==> config.mk <==
export PLATFORM = sky130hd
export DESIGN_NAME = reload_timer
export DESIGN_NICKNAME = d
export VERILOG_FILES = /design/src/rtl/reload_timer_pkg.sv /design/src/rtl/reload_timer_counter.sv /design/src/rtl/reload_timer_regs.sv /design/src/rtl/reload_timer.sv
export SDC_FILE = /design/constraint.sdc
export NUM_CORES = 1
export LEC_CHECK = 0
export BUFFER_PORTS_ARGS = -buffer_cell sky130_fd_sc_hd__buf_2
export CAP_MARGIN = 30
export CORE_AREA = 2 2 102 104
export CTS_CLUSTER_DIAMETER = 40
export DETAILED_ROUTE_END_ITERATION = 8
export DIE_AREA = 0 0 104 106
export GPL_TIMING_DRIVEN = 1
export MAX_ROUTING_LAYER = met4
export PLACE_DENSITY = 0.66
export SYNTH_ARGS = -nofsm -noshare
export SYNTH_HDL_FRONTEND = slang
export SYNTH_SLANG_ARGS = --single-unit
==> constraint.sdc <==
create_clock -name clk_i -period 4.55 [get_ports clk_i]
set_clock_uncertainty 0.2 [all_clocks]
set_input_delay 0.455 -clock clk_i [delete_from_list [all_inputs] [get_ports clk_i]]
set_output_delay 0.455 -clock clk_i [all_outputs]
set_load 0.05 [all_outputs]
==> src/rtl/reload_timer_pkg.sv <==
package reload_timer_pkg;
  localparam int DATA_W   = 32;
  localparam int RELOAD_W = 28;
  localparam int EN_BIT   = 28;
  localparam int IE_BIT   = 29;
  localparam int RSTRT_BIT = 30;
  localparam int FLAG_BIT = 31;

  typedef struct packed {
    logic                flag;
    logic                ie;
    logic                en;
    logic [RELOAD_W-1:0] reload;
  } ctrl_t;

  function automatic logic [DATA_W-1:0] pack_ctrl(ctrl_t c);
    logic [DATA_W-1:0] w;
    w = '0;
    w[RELOAD_W-1:0] = c.reload;
    w[EN_BIT]       = c.en;
    w[IE_BIT]       = c.ie;
    w[FLAG_BIT]     = c.flag;
    return w;
  endfunction
endpackage

==> src/rtl/reload_timer_counter.sv <==
module reload_timer_counter #(
  parameter int W = 28
) (
  input  logic         clk_i,
  input  logic         rst_ni,
  input  logic         tick_i,
  input  logic         run_i,
  input  logic         load_i,
  input  logic [W-1:0] load_val_i,
  input  logic         stop_i,
  input  logic [W-1:0] reload_i,
  output logic [W-1:0] cnt_o,
  output logic         expire_o
);
  localparam logic [W-1:0] ONE = W'(1);

  logic [W-1:0] cnt_q;
  logic         adv;

  // a load or stop in the same cycle swallows the tick
  assign adv      = run_i && tick_i && !load_i && !stop_i;
  assign expire_o = adv && (cnt_q == ONE);
  assign cnt_o    = cnt_q;

  always_ff @(posedge clk_i or negedge rst_ni) begin
    if (!rst_ni)       cnt_q <= '0;
    else if (load_i)   cnt_q <= load_val_i;
    else if (stop_i)   cnt_q <= '0;
    else if (expire_o) cnt_q <= reload_i;
    else if (adv)      cnt_q <= cnt_q - ONE;
  end
endmodule

==> src/rtl/reload_timer_regs.sv <==
module reload_timer_regs
  import reload_timer_pkg::*;
#(
  parameter int ADDR_W = 4,
  parameter logic [ADDR_W-1:0] CTRL_OFS = 'h0,
  parameter logic [ADDR_W-1:0] ACK_OFS  = 'h4
) (
  input  logic                clk_i,
  input  logic                rst_ni,
  input  logic                wr_en_i,
  input  logic [ADDR_W-1:0]   addr_i,
  input  logic [DATA_W-1:0]   wdata_i,
  input  logic                expire_i,
  output ctrl_t               ctrl_o,
  output logic                ctrl_wr_o,
  output logic                ack_clr_o,
  output logic                load_o,
  output logic [RELOAD_W-1:0] load_val_o,
  output logic                stop_o,
  output logic [DATA_W-1:0]   rdata_o
);
  ctrl_t ctrl_q;
  logic  ack_wr;

  assign ctrl_wr_o = wr_en_i && (addr_i == CTRL_OFS);
  assign ack_wr    = wr_en_i && (addr_i == ACK_OFS);
  assign ack_clr_o = ack_wr && wdata_i[FLAG_BIT];

  always_comb begin
    load_o     = 1'b0;
    load_val_o = ctrl_q.reload;
    stop_o     = 1'b0;
    if (ctrl_wr_o) begin
      load_o     = wdata_i[EN_BIT];
      stop_o     = !wdata_i[EN_BIT];
      load_val_o = wdata_i[RELOAD_W-1:0];
    end else if (ack_wr && wdata_i[RSTRT_BIT] && ctrl_q.en) begin
      load_o = 1'b1;
    end
  end

  always_ff @(posedge clk_i or negedge rst_ni) begin
    if (!rst_ni) begin
      ctrl_q <= '0;
    end else if (ctrl_wr_o) begin
      ctrl_q.reload <= wdata_i[RELOAD_W-1:0];
      ctrl_q.en     <= wdata_i[EN_BIT];
      ctrl_q.ie     <= wdata_i[IE_BIT];
      ctrl_q.flag   <= wdata_i[FLAG_BIT];
    end else if (expire_i) begin
      ctrl_q.flag <= 1'b1;  // expiry beats a same-cycle clear
    end else if (ack_clr_o) begin
      ctrl_q.flag <= 1'b0;
    end
  end

  assign ctrl_o  = ctrl_q;
  assign rdata_o = (addr_i == CTRL_OFS) ? pack_ctrl(ctrl_q) : '0;
endmodule

==> src/rtl/reload_timer.sv <==
module reload_timer
  import reload_timer_pkg::*;
#(
  parameter int ADDR_W = 4,
  parameter logic [ADDR_W-1:0] CTRL_OFS = 'h0,
  parameter logic [ADDR_W-1:0] ACK_OFS  = 'h4
) (
  input  logic              clk_i,
  input  logic              rst_ni,
  input  logic              tick_i,
  input  logic              wr_en_i,
  input  logic [ADDR_W-1:0] addr_i,
  input  logic [DATA_W-1:0] wdata_i,
  output logic [DATA_W-1:0] rdata_o,
  output logic              irq_o
);
  ctrl_t               ctrl;
  logic                ctrl_wr, ack_clr, load, stop, expire, run;
  logic [RELOAD_W-1:0] load_val, cnt_q;

  assign run = ctrl.en && (ctrl.reload != '0);

  reload_timer_regs #(
    .ADDR_W(ADDR_W), .CTRL_OFS(CTRL_OFS), .ACK_OFS(ACK_OFS)
  ) u_regs (
    .clk_i, .rst_ni, .wr_en_i, .addr_i, .wdata_i,
    .expire_i  (expire),
    .ctrl_o    (ctrl),
    .ctrl_wr_o (ctrl_wr),
    .ack_clr_o (ack_clr),
    .load_o    (load),
    .load_val_o(load_val),
    .stop_o    (stop),
    .rdata_o
  );

  reload_timer_counter #(.W(RELOAD_W)) u_cnt (
    .clk_i, .rst_ni, .tick_i,
    .run_i     (run),
    .load_i    (load),
    .load_val_i(load_val),
    .stop_i    (stop),
    .reload_i  (ctrl.reload),
    .cnt_o     (cnt_q),
    .expire_o  (expire)
  );

  assign irq_o = ctrl.flag && ctrl.ie;
endmodule

Yosys cells after proc, flatten, opt, wreduce, memory -nomap -nowiden
Index checks and enable logic that the tools add are counted. Widths: inputs -> output; s select.

Bits in registers: 59. Bits of input ports: 40.

Add/sub/neg operators: 1. Eq/ne operators: 2. Multiplexer cells: 12. Reductions and logical operators: 18.

Operators by type and width (count): $mux 28 (5); $mux 32 (1); $eq 28x1->1 const B (1); $reduce_bool 28->1 (1); $sub 28x1->28 const B (1); $logic_and 1x1->1 (11); $mux 1 (6); $eq 4x3->1 const B (1); $logic_not 4->1 (1); $reduce_bool 4->1 (1); $logic_not 1->1 (3); $reduce_bool 3->1 (1).

Depth between registers and ports, before layout
Depth in word-level cells: 13. Depth in mapped cells: 9.

By module
Synthesis repeated with hierarchy kept, for this count alone.

Cells, all modules: 364. Area total of the unflattened synthesis: 3885.0 um2.

By module, submodules not included: reload_timer_counter (instances 1, cells each 237, area each 2203.4 um2, sequential area each 700.7 um2); reload_timer_regs (instances 1, cells each 116, area each 1606.5 um2, sequential area each 775.7 um2); reload_timer (instances 1, cells each 11, area each 75.1 um2, sequential area each 0.0 um2).

Least setup slack after synthesis
Ideal clock, no wire load.

Path type: register to register. Start: register u_cnt.cnt_q[23] (netlist: u_cnt.cnt_o[23]). End: register u_cnt.cnt_q[10] (netlist: u_cnt.cnt_o[10]). Library setup time: 0.126 ns. Arrival: 2.727 ns. Setup slack: 1.497 ns. Cell stages (with the launch flop): 8. Buffers on the path: 2. Period minus slack after synthesis: 3.053 ns. Cells stage by stage: dfrtp_1 or4_4 or4_4 or4_4 buf_6 buf_6 mux2_1 a221o_1.

Longest elaborated chain between the ends: 5. Elaborated cells on any way between the ends: 6.

Ends and longest elaborated chain: start: declaration (RTL line reload_timer_counter.sv:17) `logic [W-1:0] cnt_q;`; start signal: assignment (RTL line reload_timer_counter.sv:27) `else if (load_i) cnt_q <= load_val_i;`; start signal: assignment (RTL line reload_timer_counter.sv:29) `else if (expire_o) cnt_q <= reload_i;`; start signal: assignment (RTL line reload_timer_counter.sv:30) `else if (adv) cnt_q <= cnt_q - ONE;`; $eq 28x1->1 * (RTL line reload_timer_counter.sv:22) `assign expire_o = adv && (cnt_q == ONE);`; $logic_and 1x1->1 * (RTL line reload_timer_counter.sv:22); $mux 28 (RTL line reload_timer_counter.sv:29); $mux 28 (RTL line reload_timer_counter.sv:28) `else if (stop_i) cnt_q <= '0;`; $mux 28 (RTL line reload_timer_counter.sv:27).

Every way passes the cells marked *; elsewhere a longest branch is shown, timed or not. A chain may end at the register's enable or synchronous reset.

Worst setup path after layout
Start: register u_cnt.cnt_q[21] (netlist: u_cnt.cnt_o[21]). End: register u_cnt.cnt_q[10] (netlist: u_cnt.cnt_o[10]).

The elaborated chain is that of the path after synthesis.

==> impl_metrics.env <==
export IMPL_gp_congestion=0.917
export IMPL_fp_dieArea_um2=11000
export IMPL_ys_flop_type="dfrtp_1"
export IMPL_ff2ff_setup_slack_ns=1.32
export IMPL_worst_setup_path_end_kind="flop"
export IMPL_p_leak_nw=1.95
export IMPL_r2r_start="u_cnt.cnt_o[21]$_DFFE_PN0P_"
export IMPL_wl_met3_um=425
export IMPL_row_count=37
export IMPL_synthCells=400
export IMPL_synthArstFlopShare_pct=100
export IMPL_slew_headroom_pct=32.2
export IMPL_diodes=0
export IMPL_slowest_delay_ns=0.76
export IMPL_synth_edff_count=0
export IMPL_worstPathArrival_ns=3.26
export IMPL_cts_made_buffers=9
export IMPL_layout_nets=498
export IMPL_yosys_area_share_simple_pct=22.2
export IMPL_cts_tree="built"
export IMPL_synth_area_leader_cell="dfrtp_1"
export IMPL_dr_max_layer_used="met4"
export IMPL_hold_violations=0
export IMPL_crit_chain="or4_4, or4_4, or4_4, mux2_1, a221o_1"
export IMPL_hold_path_class="primary input to async pin"
export IMPL_layout_drive_gt1_share_pct=29.5
export IMPL_rsz0062_at_grt="no"
export IMPL_die_w_um=104
export IMPL_yosysMostFrequentCell="dfrtp_1"
export IMPL_r2r_cells=5
export IMPL_wl_met1_mm=4.95
export IMPL_cts_htree_levels=3
export IMPL_syn_area_um2=3860
export IMPL_clock_fmax_mhz=310
export IMPL_grt_pass1_wl_mm=17.6
export IMPL_setup_viol=0
export IMPL_status="complete, no violations"
export IMPL_route_vias_total=3501
export IMPL_root_buffer="clkbuf_8"
export IMPL_cp_required_ns=4.58
export IMPL_route_detailed_drc=0
export IMPL_period_share_pct=71.0
export IMPL_grt_remaining_overflow=0
export IMPL_grtUsageTotal_pct=20.4
export IMPL_r2r_end="u_cnt.cnt_o[10]$_DFFE_PN0P_"
export IMPL_synth_top_cell_area_share_pct=38.3
export IMPL_power_w=0.00233
export IMPL_crit_slowest_cell="or4_4"
export IMPL_clk_path_buf_depth=2
export IMPL_critPathLaunch="u_cnt.cnt_o[21]$_DFFE_PN0P_"
export IMPL_syn_area_per_cell_um2=9.64
export IMPL_grt_max_degree=60
export IMPL_muxShareOfSynthArea_pct=12.7
export IMPL_ys_seq_elements=59
export IMPL_cellPowerDensity_nw_per_um2=525
export IMPL_synth_nets=442
export IMPL_drtIter0Drc=332
export IMPL_hold_ws_ns=0.0758
export IMPL_fillers=1012
export IMPL_ant_nets=0
export IMPL_wl_per_cell_um=18.3
export IMPL_cpLargestDelayFamily="simple AND/OR/NAND/NOR gates"
export IMPL_synthAdderAreaFrac_pct=0.649
export IMPL_synth_xor_area_share_pct=2.73
export IMPL_vias_per_cell=5.89
export IMPL_ys_seq_area_share_pct=38.3
export IMPL_worst_pin_slew_ns=1.01
export IMPL_pin_count=73
export IMPL_yosysWarnings=0
export IMPL_stdcell_count=594
export IMPL_max_cap_viol_count=0
export IMPL_yosys_top_cells_count="dfrtp_1 (59), and2_1 (36), mux2_2 (35), nor2_1 (35)"
export IMPL_hold_buffers=0
export IMPL_initial_core_util_pct=38.6
export IMPL_cts_setup_buffers=0
export IMPL_drtPass1Iterations=4
export IMPL_cp_num_cells=5
export IMPL_slew_violations=0
export IMPL_path_clk_slew_ns=0.06
export IMPL_crit_path_start_kind="flop"
export IMPL_synthTopCellsByArea="dfrtp_1 (38%), mux2_2 (10%), and2_1 (5.8%)"
export IMPL_coreArea_um2=10000
export IMPL_worstPathMaxFanout=34
export IMPL_hpwl_mm=7.56
export IMPL_clk_latency_ns=0.35
export IMPL_critPathKind="flop to flop"
export IMPL_peakVddDrop_mv=0.249
export IMPL_die_h_um=106
export IMPL_postRouteWirelength_mm=10.9
export IMPL_critPathBufInv=0
export IMPL_final_util_pct=44.4
export IMPL_worstSetupEndpoint="u_cnt.cnt_o[10]$_DFFE_PN0P_"
export IMPL_dp_cells=581
export IMPL_fin_setup_tns_ns=0
export IMPL_antenna_found_initial=0
export IMPL_cts_sinks=59
export IMPL_synth_top_family_by_area="simple AND/OR/NAND/NOR gates"
export IMPL_crit_top_cell="or4_4"
export IMPL_post_route_min_period_ns=3.23
export IMPL_synth_distinct_cells=57
export IMPL_synth_compound_area_share_pct=19.2
export IMPL_portBuffers=71
export IMPL_met2_length_mm=5.31
export IMPL_syn_to_final_growth_pct=15.2
export IMPL_cts_resized_gates=0
export IMPL_grt_pass1_vias=3443
[layout make-up]
type	instances	area, um2	area share [%]
Multi-Input combinational cell	304	2230	50.1
Timing Repair Buffer	77	400	9.01
Inverter	5	18.8	0.423
Clock buffer	13	149	3.35
Tap cell	136	170	3.83
Sequential cell	59	1480	33.2
[layout by cell type, fill, tap and decap left out, types with 3 or more instances in the layout]
| cell type | count |
|---|---|
| a221o_1 | 17 |
| a22oi_1 | 24 |
| a31oi_1 | 7 |
| and2_1 | 36 |
| and3_1 | 4 |
| buf_2 | 71 |
| buf_4 | 6 |
| clkbuf_1 | 3 |
| clkbuf_8 | 10 |
| dfrtp_1 | 59 |
| inv_1 | 5 |
| mux2_1 | 4 |
| mux2_2 | 35 |
| nand2_1 | 8 |
| nand3_1 | 10 |
| nand4_1 | 5 |
| nand4b_1 | 3 |
| nor2_1 | 35 |
| nor3_1 | 10 |
| nor4_1 | 10 |
| o211ai_1 | 3 |
| o21a_1 | 5 |
| o21ai_0 | 13 |
| o31ai_1 | 7 |
| or3_1 | 5 |
| or4_1 | 7 |
| or4_4 | 3 |
| xnor2_1 | 6 |
| xor2_1 | 6 |
[cell families after synthesis]
family	after synthesis
compound gates	96
xor+xnor	12
fa+ha+maj	2
buf+inv	37
flops	59
mux	43
other cells	1
simple gates	150
[worst min-delay path by stage]
| stage | from | end | slack, ns | cells past startpoint |
|---|---|---|---|---|
| floorplan | rst_ni | u_cnt.cnt_o[0]$_DFFE_PN0P_ | -0.04 | 0 |
| global placement | u_regs.ctrl_o[29]$_DFFE_PN0N_ | u_regs.ctrl_o[29]$_DFFE_PN0N_ | 0.30 | 1 |
| detailed placement | u_regs.ctrl_o[29]$_DFFE_PN0N_ | u_regs.ctrl_o[29]$_DFFE_PN0N_ | 0.31 | 1 |
| CTS | rst_ni | u_regs.ctrl_o[19]$_DFFE_PN0N_ | 0.11 | 2 |
| global route | rst_ni | u_regs.ctrl_o[19]$_DFFE_PN0N_ | 0.12 | 2 |
| finish | rst_ni | u_regs.ctrl_o[14]$_DFFE_PN0N_ | 0.08 | 2 |
[flip-flops by register name, indices dropped and copies added, names as in the netlist]
signal	cells
u_cnt.cnt_o	28
u_regs.ctrl_o	31
[stage by stage]
stage,setup WS (ns),cell area [um2]
2_1_floorplan,1.50,3860
3_3_place_gp,1.18,4290
3_5_place_dp,1.13,4290
4_1_cts,1.34,4440
5_1_grt,1.22,4440
6_report,1.32,4440
[power breakdown]
group / switching [W] / total, W / internal (W)
Clock: 0.000196 / 0.000400 / 0.000204
Combinational: 0.000514 / 0.000979 / 0.000465
Sequential: 0.000254 / 0.000955 / 0.000701
[per-layer routing]
metal  track usage (%)  vias up
met4              8.20        0
li1                  -     1633
met5                 -        -
met2              32.0       99
met3              2.70       12
met1              27.0     1757
Power figures use the tool's default switching activity.
